==> config.mk <==
export PLATFORM = sky130hd
export DESIGN_NAME = secreg_spi_responder
export DESIGN_NICKNAME = d
export VERILOG_FILES = /design/src/rtl/secreg_pkg.sv /design/src/rtl/spi_pin_sync.sv /design/src/rtl/secreg_frame_ctl.sv /design/src/rtl/secreg_tx.sv /design/src/rtl/secreg_spi_responder.sv
export SDC_FILE = /design/constraint.sdc
export NUM_CORES = 1
export LEC_CHECK = 0
export ABC_AREA = 1
export CAP_MARGIN = 20
export CORE_AREA = 2 2 400 402
export DETAILED_ROUTE_END_ITERATION = 10
export DIE_AREA = 0 0 402 404
export DONT_BUFFER_PORTS = 1
export MAX_ROUTING_LAYER = met4
export SETUP_SLACK_MARGIN = 0.4
export SLEW_MARGIN = 30
export SYNTH_ARGS = -nofsm -noshare
export SYNTH_HDL_FRONTEND = slang
export SYNTH_SLANG_ARGS = --single-unit
==> constraint.sdc <==
create_clock -name clk -period 2.8 [get_ports clk]
set_input_delay 0.14 -clock clk [delete_from_list [all_inputs] [get_ports clk]]
set_output_delay 0.14 -clock clk [all_outputs]
set_load 0.1 [all_outputs]
==> src/rtl/secreg_pkg.sv <==
package secreg_pkg;
  localparam logic [7:0] OPC_READ_SEC = 8'h77;
  localparam int DUMMY_BYTES = 3;

  typedef enum logic [1:0] {
    ST_IDLE   = 2'd0,
    ST_READ   = 2'd1,
    ST_IGNORE = 2'd2
  } secreg_state_e;
endpackage

==> src/rtl/spi_pin_sync.sv <==
module spi_pin_sync (
  input  logic clk,
  input  logic rst_n,
  input  logic sck,
  input  logic csn,
  input  logic si,
  output logic sck_rise,
  output logic sck_fall,
  output logic csn_s,
  output logic si_s
);
  logic [2:0] stg1_q, stg2_q;
  logic       sck_prev_q;

  always_ff @(posedge clk or negedge rst_n) begin
    if (!rst_n) begin
      stg1_q     <= 3'b010;
      stg2_q     <= 3'b010;
      sck_prev_q <= 1'b0;
    end else begin
      stg1_q     <= {sck, csn, si};
      stg2_q     <= stg1_q;
      sck_prev_q <= stg2_q[2];
    end
  end

  assign sck_rise = stg2_q[2] & ~sck_prev_q;
  assign sck_fall = ~stg2_q[2] & sck_prev_q;
  assign csn_s    = stg2_q[1];
  assign si_s     = stg2_q[0];
endmodule

==> src/rtl/secreg_frame_ctl.sv <==
module secreg_frame_ctl
  import secreg_pkg::*;
#(
  parameter int NBYTES = 128,
  localparam int CNT_W = $clog2(DUMMY_BYTES + NBYTES + 2)
) (
  input  logic             clk,
  input  logic             rst_n,
  input  logic             sck_rise,
  input  logic             csn_s,
  input  logic             si_s,
  output logic [2:0]       bit_cnt,
  output logic [CNT_W-1:0] byte_cnt,
  output secreg_state_e    state
);
  localparam logic [CNT_W-1:0] BYTE_MAX = CNT_W'(1 + DUMMY_BYTES + NBYTES);

  logic [2:0]       bit_q, bit_d;
  logic [CNT_W-1:0] byte_q, byte_d;
  logic [7:0]       opc_q, opc_d;
  logic [7:0]       opc_full;
  secreg_state_e    st_q, st_d;

  assign opc_full = {opc_q[6:0], si_s};

  always_comb begin
    bit_d  = bit_q;
    byte_d = byte_q;
    opc_d  = opc_q;
    st_d   = st_q;
    if (csn_s) begin
      bit_d  = '0;
      byte_d = '0;
      opc_d  = '0;
      st_d   = ST_IDLE;
    end else if (sck_rise) begin
      bit_d = bit_q + 3'd1;
      if (byte_q == '0) opc_d = opc_full;
      if (bit_q == 3'd7) begin
        if (byte_q != BYTE_MAX) byte_d = byte_q + 1'b1;
        if (byte_q == '0) st_d = (opc_full == OPC_READ_SEC) ? ST_READ : ST_IGNORE;
      end
    end
  end

  always_ff @(posedge clk or negedge rst_n) begin
    if (!rst_n) begin
      bit_q  <= '0;
      byte_q <= '0;
      opc_q  <= '0;
      st_q   <= ST_IDLE;
    end else begin
      bit_q  <= bit_d;
      byte_q <= byte_d;
      opc_q  <= opc_d;
      st_q   <= st_d;
    end
  end

  assign bit_cnt  = bit_q;
  assign byte_cnt = byte_q;
  assign state    = st_q;

  // a read is entered only at the close of the command byte
  a_r1_read_entry: assert property (@(posedge clk) disable iff (!rst_n)
    (st_q == ST_READ) && !$past(st_q == ST_READ) |-> (byte_q == 1) && (bit_q == 0));
  // a rejected command stays rejected while selected
  a_r6_ignore_sticks: assert property (@(posedge clk) disable iff (!rst_n)
    (st_q == ST_IGNORE) && !csn_s |=> (st_q == ST_IGNORE));
  // byte position never runs past its ceiling
  a_r8_byte_saturates: assert property (@(posedge clk) disable iff (!rst_n)
    byte_q <= BYTE_MAX);
  // release clears frame position
  a_r5_clear_on_release: assert property (@(posedge clk) disable iff (!rst_n)
    csn_s |=> (byte_q == 0) && (bit_q == 0));
endmodule

==> src/rtl/secreg_tx.sv <==
module secreg_tx
  import secreg_pkg::*;
#(
  parameter int         NBYTES    = 128,
  parameter logic [7:0] FILL_BYTE = 8'hFF,
  localparam int CNT_W = $clog2(DUMMY_BYTES + NBYTES + 2)
) (
  input  logic                clk,
  input  logic                rst_n,
  input  logic [NBYTES*8-1:0] reg_data,
  input  logic                sck_fall,
  input  logic                csn_s,
  input  secreg_state_e       state,
  input  logic [2:0]          bit_cnt,
  input  logic [CNT_W-1:0]    byte_cnt,
  output logic                so,
  output logic                so_oe
);
  localparam logic [CNT_W-1:0] DATA_START = CNT_W'(1 + DUMMY_BYTES);
  localparam logic [CNT_W-1:0] LIMIT      = CNT_W'(NBYTES);

  logic [CNT_W-1:0] idx, idx_c;
  logic             in_range, data_phase;
  logic [7:0]       cur_byte;
  logic             tx_bit;
  logic             so_q, so_d, oe_q, oe_d;

  always_comb begin
    data_phase = (state == ST_READ) && (byte_cnt >= DATA_START);
    idx        = byte_cnt - DATA_START;
    in_range   = idx < LIMIT;
    idx_c      = in_range ? idx : '0;
    cur_byte   = in_range ? reg_data[{idx_c, 3'b000} +: 8] : FILL_BYTE;
    tx_bit     = cur_byte[3'd7 - bit_cnt];
  end

  always_comb begin
    so_d = so_q;
    oe_d = oe_q;
    if (csn_s) begin
      so_d = 1'b0;
      oe_d = 1'b0;
    end else if (sck_fall && data_phase) begin
      so_d = tx_bit;
      oe_d = 1'b1;
    end
  end

  always_ff @(posedge clk or negedge rst_n) begin
    if (!rst_n) begin
      so_q <= 1'b0;
      oe_q <= 1'b0;
    end else begin
      so_q <= so_d;
      oe_q <= oe_d;
    end
  end

  assign so    = so_q;
  assign so_oe = oe_q;

  // the pad is only driven while a read is in progress
  a_r2_drive_only_reading: assert property (@(posedge clk) disable iff (!rst_n)
    so_oe |-> (state == ST_READ));
  // the driver turns on only following a falling serial edge
  a_r3_enable_on_fall: assert property (@(posedge clk) disable iff (!rst_n)
    $rose(so_oe) |-> $past(sck_fall));
  // the data bit holds between falling edges
  a_r3_bit_holds: assert property (@(posedge clk) disable iff (!rst_n)
    !$past(sck_fall) && !$past(csn_s) |-> $stable(so));
  // releasing chip select disables the driver
  a_r5_release_tristate: assert property (@(posedge clk) disable iff (!rst_n)
    csn_s |=> !so_oe);
endmodule

==> src/rtl/secreg_spi_responder.sv <==
module secreg_spi_responder
  import secreg_pkg::*;
#(
  parameter int         NBYTES    = 128,
  parameter logic [7:0] FILL_BYTE = 8'hFF
) (
  input  logic                clk,
  input  logic                rst_n,
  input  logic [NBYTES*8-1:0] reg_data,
  input  logic                sck,
  input  logic                csn,
  input  logic                si,
  output logic                so,
  output logic                so_oe
);
  localparam int CNT_W = $clog2(DUMMY_BYTES + NBYTES + 2);

  logic             sck_rise, sck_fall, csn_s, si_s;
  logic [2:0]       bit_cnt;
  logic [CNT_W-1:0] byte_cnt;
  secreg_state_e    state;

  spi_pin_sync u_sync (
    .clk(clk), .rst_n(rst_n), .sck(sck), .csn(csn), .si(si),
    .sck_rise(sck_rise), .sck_fall(sck_fall), .csn_s(csn_s), .si_s(si_s)
  );

  secreg_frame_ctl #(.NBYTES(NBYTES)) u_ctl (
    .clk(clk), .rst_n(rst_n), .sck_rise(sck_rise), .csn_s(csn_s), .si_s(si_s),
    .bit_cnt(bit_cnt), .byte_cnt(byte_cnt), .state(state)
  );

  secreg_tx #(.NBYTES(NBYTES), .FILL_BYTE(FILL_BYTE)) u_tx (
    .clk(clk), .rst_n(rst_n), .reg_data(reg_data), .sck_fall(sck_fall),
    .csn_s(csn_s), .state(state), .bit_cnt(bit_cnt), .byte_cnt(byte_cnt),
    .so(so), .so_oe(so_oe)
  );

  // nothing is driven while chip select is inactive
  a_r7_idle_quiet: assert property (@(posedge clk) disable iff (!rst_n)
    csn_s && $past(csn_s) |-> !so_oe && !so);
endmodule

# Word-level counts from Yosys, hierarchy flattened
# Index checks and enable logic that the tools add are counted.
[word_totals]
elab_cells = 58
ff_bits = 29
inputBits = 1029
[op_classes]
add_sub_neg = 4
eq_ne = 4
shifts = 1
bitwise_logic = 4
muxes = 22
order_cmp = 3
reduce_logical = 11
[ops]
columns = ["op", "count"]
rows = [
  ["1024-bit by 12-bit variable part select with 8-bit output", 1],
  ["8-bit 2-to-1 mux", 6],
  ["7-bit 2-to-1 mux", 3],
  ["2-bit 2-to-1 mux", 5],
  ["2-bit nonzero test", 5],
  ["8-bit by 1-bit adder with 8-bit output, second input constant", 1],
  ["8-bit by 7-bit == test with 1-bit output, second input constant", 1],
  ["8-bit by 3-bit greater-or-equal comparator with 1-bit output, second input constant", 1],
  ["8-bit zero test", 1],
  ["8-bit less-than comparator, second input constant", 1],
  ["8-bit != test, second input constant", 1],
  ["8-bit by 3-bit subtractor with 8-bit output, second input constant", 1],
  ["3-bit 2-to-1 mux", 2],
  ["3-bit AND reduction", 2],
  ["1-bit 2-to-1 mux", 5],
  ["3-bit by 4-bit less-than comparator with 1-bit output, second input constant", 1],
  ["3-bit by 1-bit adder with 3-bit output, second input constant", 1],
  ["1-bit binary-select mux with 3-bit select", 1],
  ["3-bit == test, second input constant", 1],
  ["3-bit subtractor, first input constant", 1],
  ["1-bit bitwise AND", 2],
  ["2-bit by 1-bit == test with 1-bit output, second input constant", 1],
  ["1-bit logical AND", 2],
  ["1-bit inverter", 2],
  ["2-bit AND reduction", 1],
]

# Depth between registers and ports, before layout
[depth]
ltp_word = 9
mapped_depth = 22

# Cells and area by module
# From an unflattened synthesis, not the netlist that was laid out.
[hier_totals]
hier_cells = 3214
area_unflattened_um2 = 14826.7
[by_module_without_submodules]
columns = ["mod", "seq_area_each_um2", "area_per_inst_um2", "cells_each", "n_inst"]
rows = [
  ["secreg_tx", 50.0, 13476.7, 3054, 1],
  ["secreg_frame_ctl", 500.5, 1157.4, 149, 1],
  ["spi_pin_sync", 177.7, 192.7, 11, 1],
]

# Least setup slack after synthesis
# OpenSTA, ideal clock, no wires.
[synth_path]
kind = "register to register"
from = "reg u_ctl.byte_q[4], in the netlist u_ctl.byte_cnt[4]"
to = "reg u_tx.so_q, in the netlist u_tx.so"
setup_slack_ns = 0.435
synth_period_minus_slack_ns = 2.365
arrival_ns = 2.239
stages_incl_launch_ff = 21
n_path_buf = 4
path_cell_list = "dfrtp_1 > nor2_2 > nand3_1 > nand2_2 > buf_6 > nand3_2 > buf_6 > buf_4 > buf_2 > o211ai_1 > nand3_1 > nand3_1 > nand3_1 > nand3_1 > nand3_1 > nand2_1 > nand2_1 > nand3_1 > nand3_1 > nand2_1 > a21oi_1"
[synth_between]
elab_chain_len = 9
elab_cells_between_ends = 13
[synth_rtl]
columns = ["element", "line_no", "text"]
rows = [
  ["from (decl)", "secreg_frame_ctl.sv:19", "logic [CNT_W-1:0] byte_q, byte_d;"],
  ["from (signal assigned)", "secreg_frame_ctl.sv:54", "byte_q <= byte_d;"],
  ["8-bit by 3-bit subtractor with 8-bit output", "secreg_tx.sv:30", "idx = byte_cnt - DATA_START;"],
  ["8-bit less-than comparator", "secreg_tx.sv:31", "in_range = idx < LIMIT;"],
  ["8-bit 2-to-1 mux", "secreg_tx.sv:32", "idx_c = in_range ? idx : '0;"],
  ["1024-bit by 12-bit variable part select with 8-bit output", "secreg_tx.sv:33", "cur_byte = in_range ? reg_data[{idx_c, 3'b000} +: 8] : FILL_BYTE;"],
  ["8-bit 2-to-1 mux", "secreg_tx.sv:33", ""],
  ["1-bit binary-select mux with 3-bit select", "secreg_tx.sv:34", "tx_bit = cur_byte[3'd7 - bit_cnt];"],
  ["1-bit 2-to-1 mux (implied by the code)", "secreg_tx.sv:34", ""],
  ["1-bit 2-to-1 mux", "secreg_tx.sv:43", "end else if (sck_fall && data_phase) begin"],
  ["1-bit 2-to-1 mux", "secreg_tx.sv:40", "if (csn_s) begin"],
  ["to (signal assigned)", "secreg_tx.sv:51", "so_q <= 1'b0;"],
  ["to (signal assigned)", "secreg_tx.sv:54", "so_q <= so_d;"],
  ["to (decl)", "secreg_tx.sv:26", "logic so_q, so_d, oe_q, oe_d;"],
]
# Several ways; a longest one is shown, not always the timed one. The select of a mux whose other input is x is not followed.
# A chain may end at the register's enable or synchronous reset.

# Worst setup path in the final report
[layout_path]
from = "reg u_ctl.byte_q[3], in the netlist u_ctl.byte_cnt[3]"
to = "reg u_tx.so_q, in the netlist u_tx.so"
# The elaborated chain is that of the path after synthesis.

==> impl_metrics.ini <==
[clock_tree]
htree_levels = 2
path_clk_slew_ns = 0.05
cts.sinks = 29
cts_root_buf = clkbuf_16
insertion_delay_ns = 0.28
cts_buffers = 5
cts.path.max_buffers = 2
cts_tree = yes

[floorplanning]
ios = 1031
num_rows = 146
initial_core_util = 0.0915
core_area_um2 = 158000
die_y_um = 404
die_w_um = 402
die_area_um2 = 162000

[power]
power.total_mw = 3.12
total_leakage_power_nw = 12.0
power_density_nw_per_um2 = 140
vdd_ir_drop_max_mv = 0.284

[placed_design]
placed_cells = 5335
gp_congestion = 1.04
io_buffers = 0
dp_hpwl_mm = 120

[logic_synthesis]
avgSynthCellArea_um2 = 4.56
synth_edf_count = 0
ys_warn_count = 0
synthTopCellsByArea = nand2_1 (29%), nand3_1 (27%), inv_1 (17%), dfrtp_1 (4.7%), buf_2 (4.3%)
syn_inst = 3165
yosysSeqAreaShare = 0.0504
synth_seq_cells = 29
synth.distinct_cells = 35
async_flop_share = 1.00
syn_area_um2 = 14400
synthTopCellsByCount = nand2_1 (1,102), nand3_1 (773), inv_1 (672)
synthFlopType = dfrtp_1
syn-num-nets = 4202
yosys.area.top_type = nand2_1
synth_top_cell_area_share = 0.287
synth.most_common_cell = nand2_1

[sta]
fmax_mhz = 316
rsz0062_at_grt = true
worst_pin_slew_ns = 0.512
min_period_over_period = 1.13
fin_ws_ns = -0.365
hold_viol_final = 0
relSlewSlack = 0.657
fin_crit_ns = 3.16
fin_worst_skew_ns = 0.00910
slew_violations = 0
setup_viol = 1

[layout]
area_growth_pct = 54.5
regArea_um2 = 732
drive_above_1_share = 0.191
nNetsFinal = 4378
final_cell_count_no_fill = 5464
nFillCells = 18700
final_util = 0.141
multi_input_area_um2 = 11200

[outcome]
violations = negative setup slack
outcome = finished with violations

[critical_path]
cp-start-kind = flip-flop
cp.arrival_ns = 3.32
cp.required_ns = 2.96
critical_path_class = flip-flop to flip-flop
end_kind = flip-flop
crit_fanout = 8

[detailed_routing]
vias = 22300
wl_per_cell_um = 26.2
drt_pass1_iterations = 6
via_per_inst = 4.08
drt-total-wl_mm = 143
drt.antenna.violating_nets = 0
dr.first_iter.drc_count = 2305
drc = 0

[grt]
gr-total-overflow = 0
grt_usage = 0.169
grt_max_degree = 51
grt_antenna_before_repair = 65
grt_pass1_wl_mm = 182
grt_pass1_vias = 20800

[min_path]
hold_class = input pin to asynchronous set/reset pin

[job]
maxCapViolations = 0
==> area by class of cell <==
class,count,area share
flip-flops and latches,29,0.0328
diodes,50,0.00561
inverters,676,0.115
repair buffers,404,0.221
well taps,2072,0.116
multi-input cells,2225,0.503
clock buffers,6,0.00578
clock inverters,2,0.000449
==> worst paths after layout <==
check	cells after the start	to	startpoint	slack, ns
setup / recovery	21	u_tx.so	u_ctl.byte_cnt[3]	-0.36
max in group asynchronous	2	u_sync.stg1_q[1]	rst_n	2.21
hold / removal	2	u_sync.stg1_q[2]	rst_n	0.34
setup reg to reg	21	u_tx.so	u_ctl.byte_cnt[3]	-0.36
hold reg to reg	0	u_sync.stg2_q[0]	u_sync.stg1_q[0]	0.35
min in group clk	0	u_sync.stg2_q[0]	u_sync.stg1_q[0]	0.35
==> sequential cells by signal (all words and copies together) (netlist names) <==
register and flops:
u_sync.stg2_q 3, u_tx.so 1, u_ctl.state 2, u_tx.so_oe 1
u_sync.sck_prev_q 1, u_sync.stg1_q 3, u_ctl.bit_cnt 3, u_ctl.byte_cnt 8
u_ctl.opc_q 7
==> cell usage in the layout (no fill, tap or decap), drive strengths merged <==
| cell | count |
|---|---|
| nand2 | 1104 |
| nand3 | 775 |
| inv | 675 |
| buf | 388 |
| nor2 | 101 |
| nand4 | 74 |
| o211ai | 69 |
| o21ai | 58 |
| diode | 50 |
| dfrtp | 27 |
| or2 | 13 |
| clkbuf | 12 |
| ha | 8 |
| bufbuf | 6 |
| a21oi | 6 |
| dlygate4sd3 | 4 |
| clkinv | 3 |
| o22ai | 3 |
| nor3 | 3 |
| nor4 | 2 |
| and3 | 2 |
| xor2 | 2 |
| dfstp | 2 |
| a22oi | 1 |
| nor3b | 1 |
| a41oi | 1 |
| o32ai | 1 |
| o21a | 1 |
==> where the power goes <==
group          internal (mW)  switching [mW]
sequential             0.438          0.0193
clock                  0.326           0.200
combinational          0.805            1.33
==> metal layers <==
metal  vias to the layer above  track usage  part of all wire
met1                     10600        0.198              0.39
li1                      10200            -                 -
met2                      1335        0.284              0.48
met3                       199       0.0407             0.089
met5                         -            -                 0
met4                         0       0.0516             0.037
==> worst max-delay path, stage by stage (launching register included) <==
cell	delay [ns]
dfrtp_1	0.40
nor2_4	0.17
nand3_2	0.12
nand2_4	0.13
nand3_4	0.10
buf_12	0.17
buf_16	0.16
buf_12	0.15
buf_8	0.13
o211ai_1	0.28
nand3_2	0.17
nand3_1	0.13
nand3_2	0.13
buf_4	0.17
nand3_2	0.06
nand2_2	0.06
nand2_1	0.06
nand3_1	0.07
nand3_1	0.10
nand3_1	0.09
nand2_2	0.09
a21oi_2	0.05
==> stage by stage <==
stage	worst slack, ns	hold WS [ns]	cell area [µm²]	setup TNS, ns
after global routing	-0.499	0.357	22300	-0.499
after CTS	-0.347	0.351	21200	-0.347
after floorplan	0.435	-0.156	14400	0
final	-0.365	0.344	22300	-0.365
after global placement	-0.799	-0.145	19400	-0.799
after detailed placement	-0.766	-0.145	19400	-0.766
==> timing repair <==
action,CTS,global route
gates resized for setup,194,138
hold buffers,5,0
pin swaps,26,50
setup endpoints to repair,2,2
setup buffers,29,18
cloned,12,7
endpoints found under the hold margin,32,0
==> kinds of logic (layout without fill, tap and decap cells) <==
group | Yosys count | in the layout | share of synthesized area
adders and majority gates | 8 | 8 | 0.00693
buffers and inverters | 911 | 1088 | 0.254
DFF | 29 | 29 | 0.0504
and+or+nand+nor | 2075 | 2075 | 0.626
xor gates and xnor gates | 2 | 2 | 0.00121
other | 0 | 50 | 0
AOI/OAI and AO/OA | 140 | 140 | 0.0616
No activity file was read; power rests on OpenSTA's default activity.
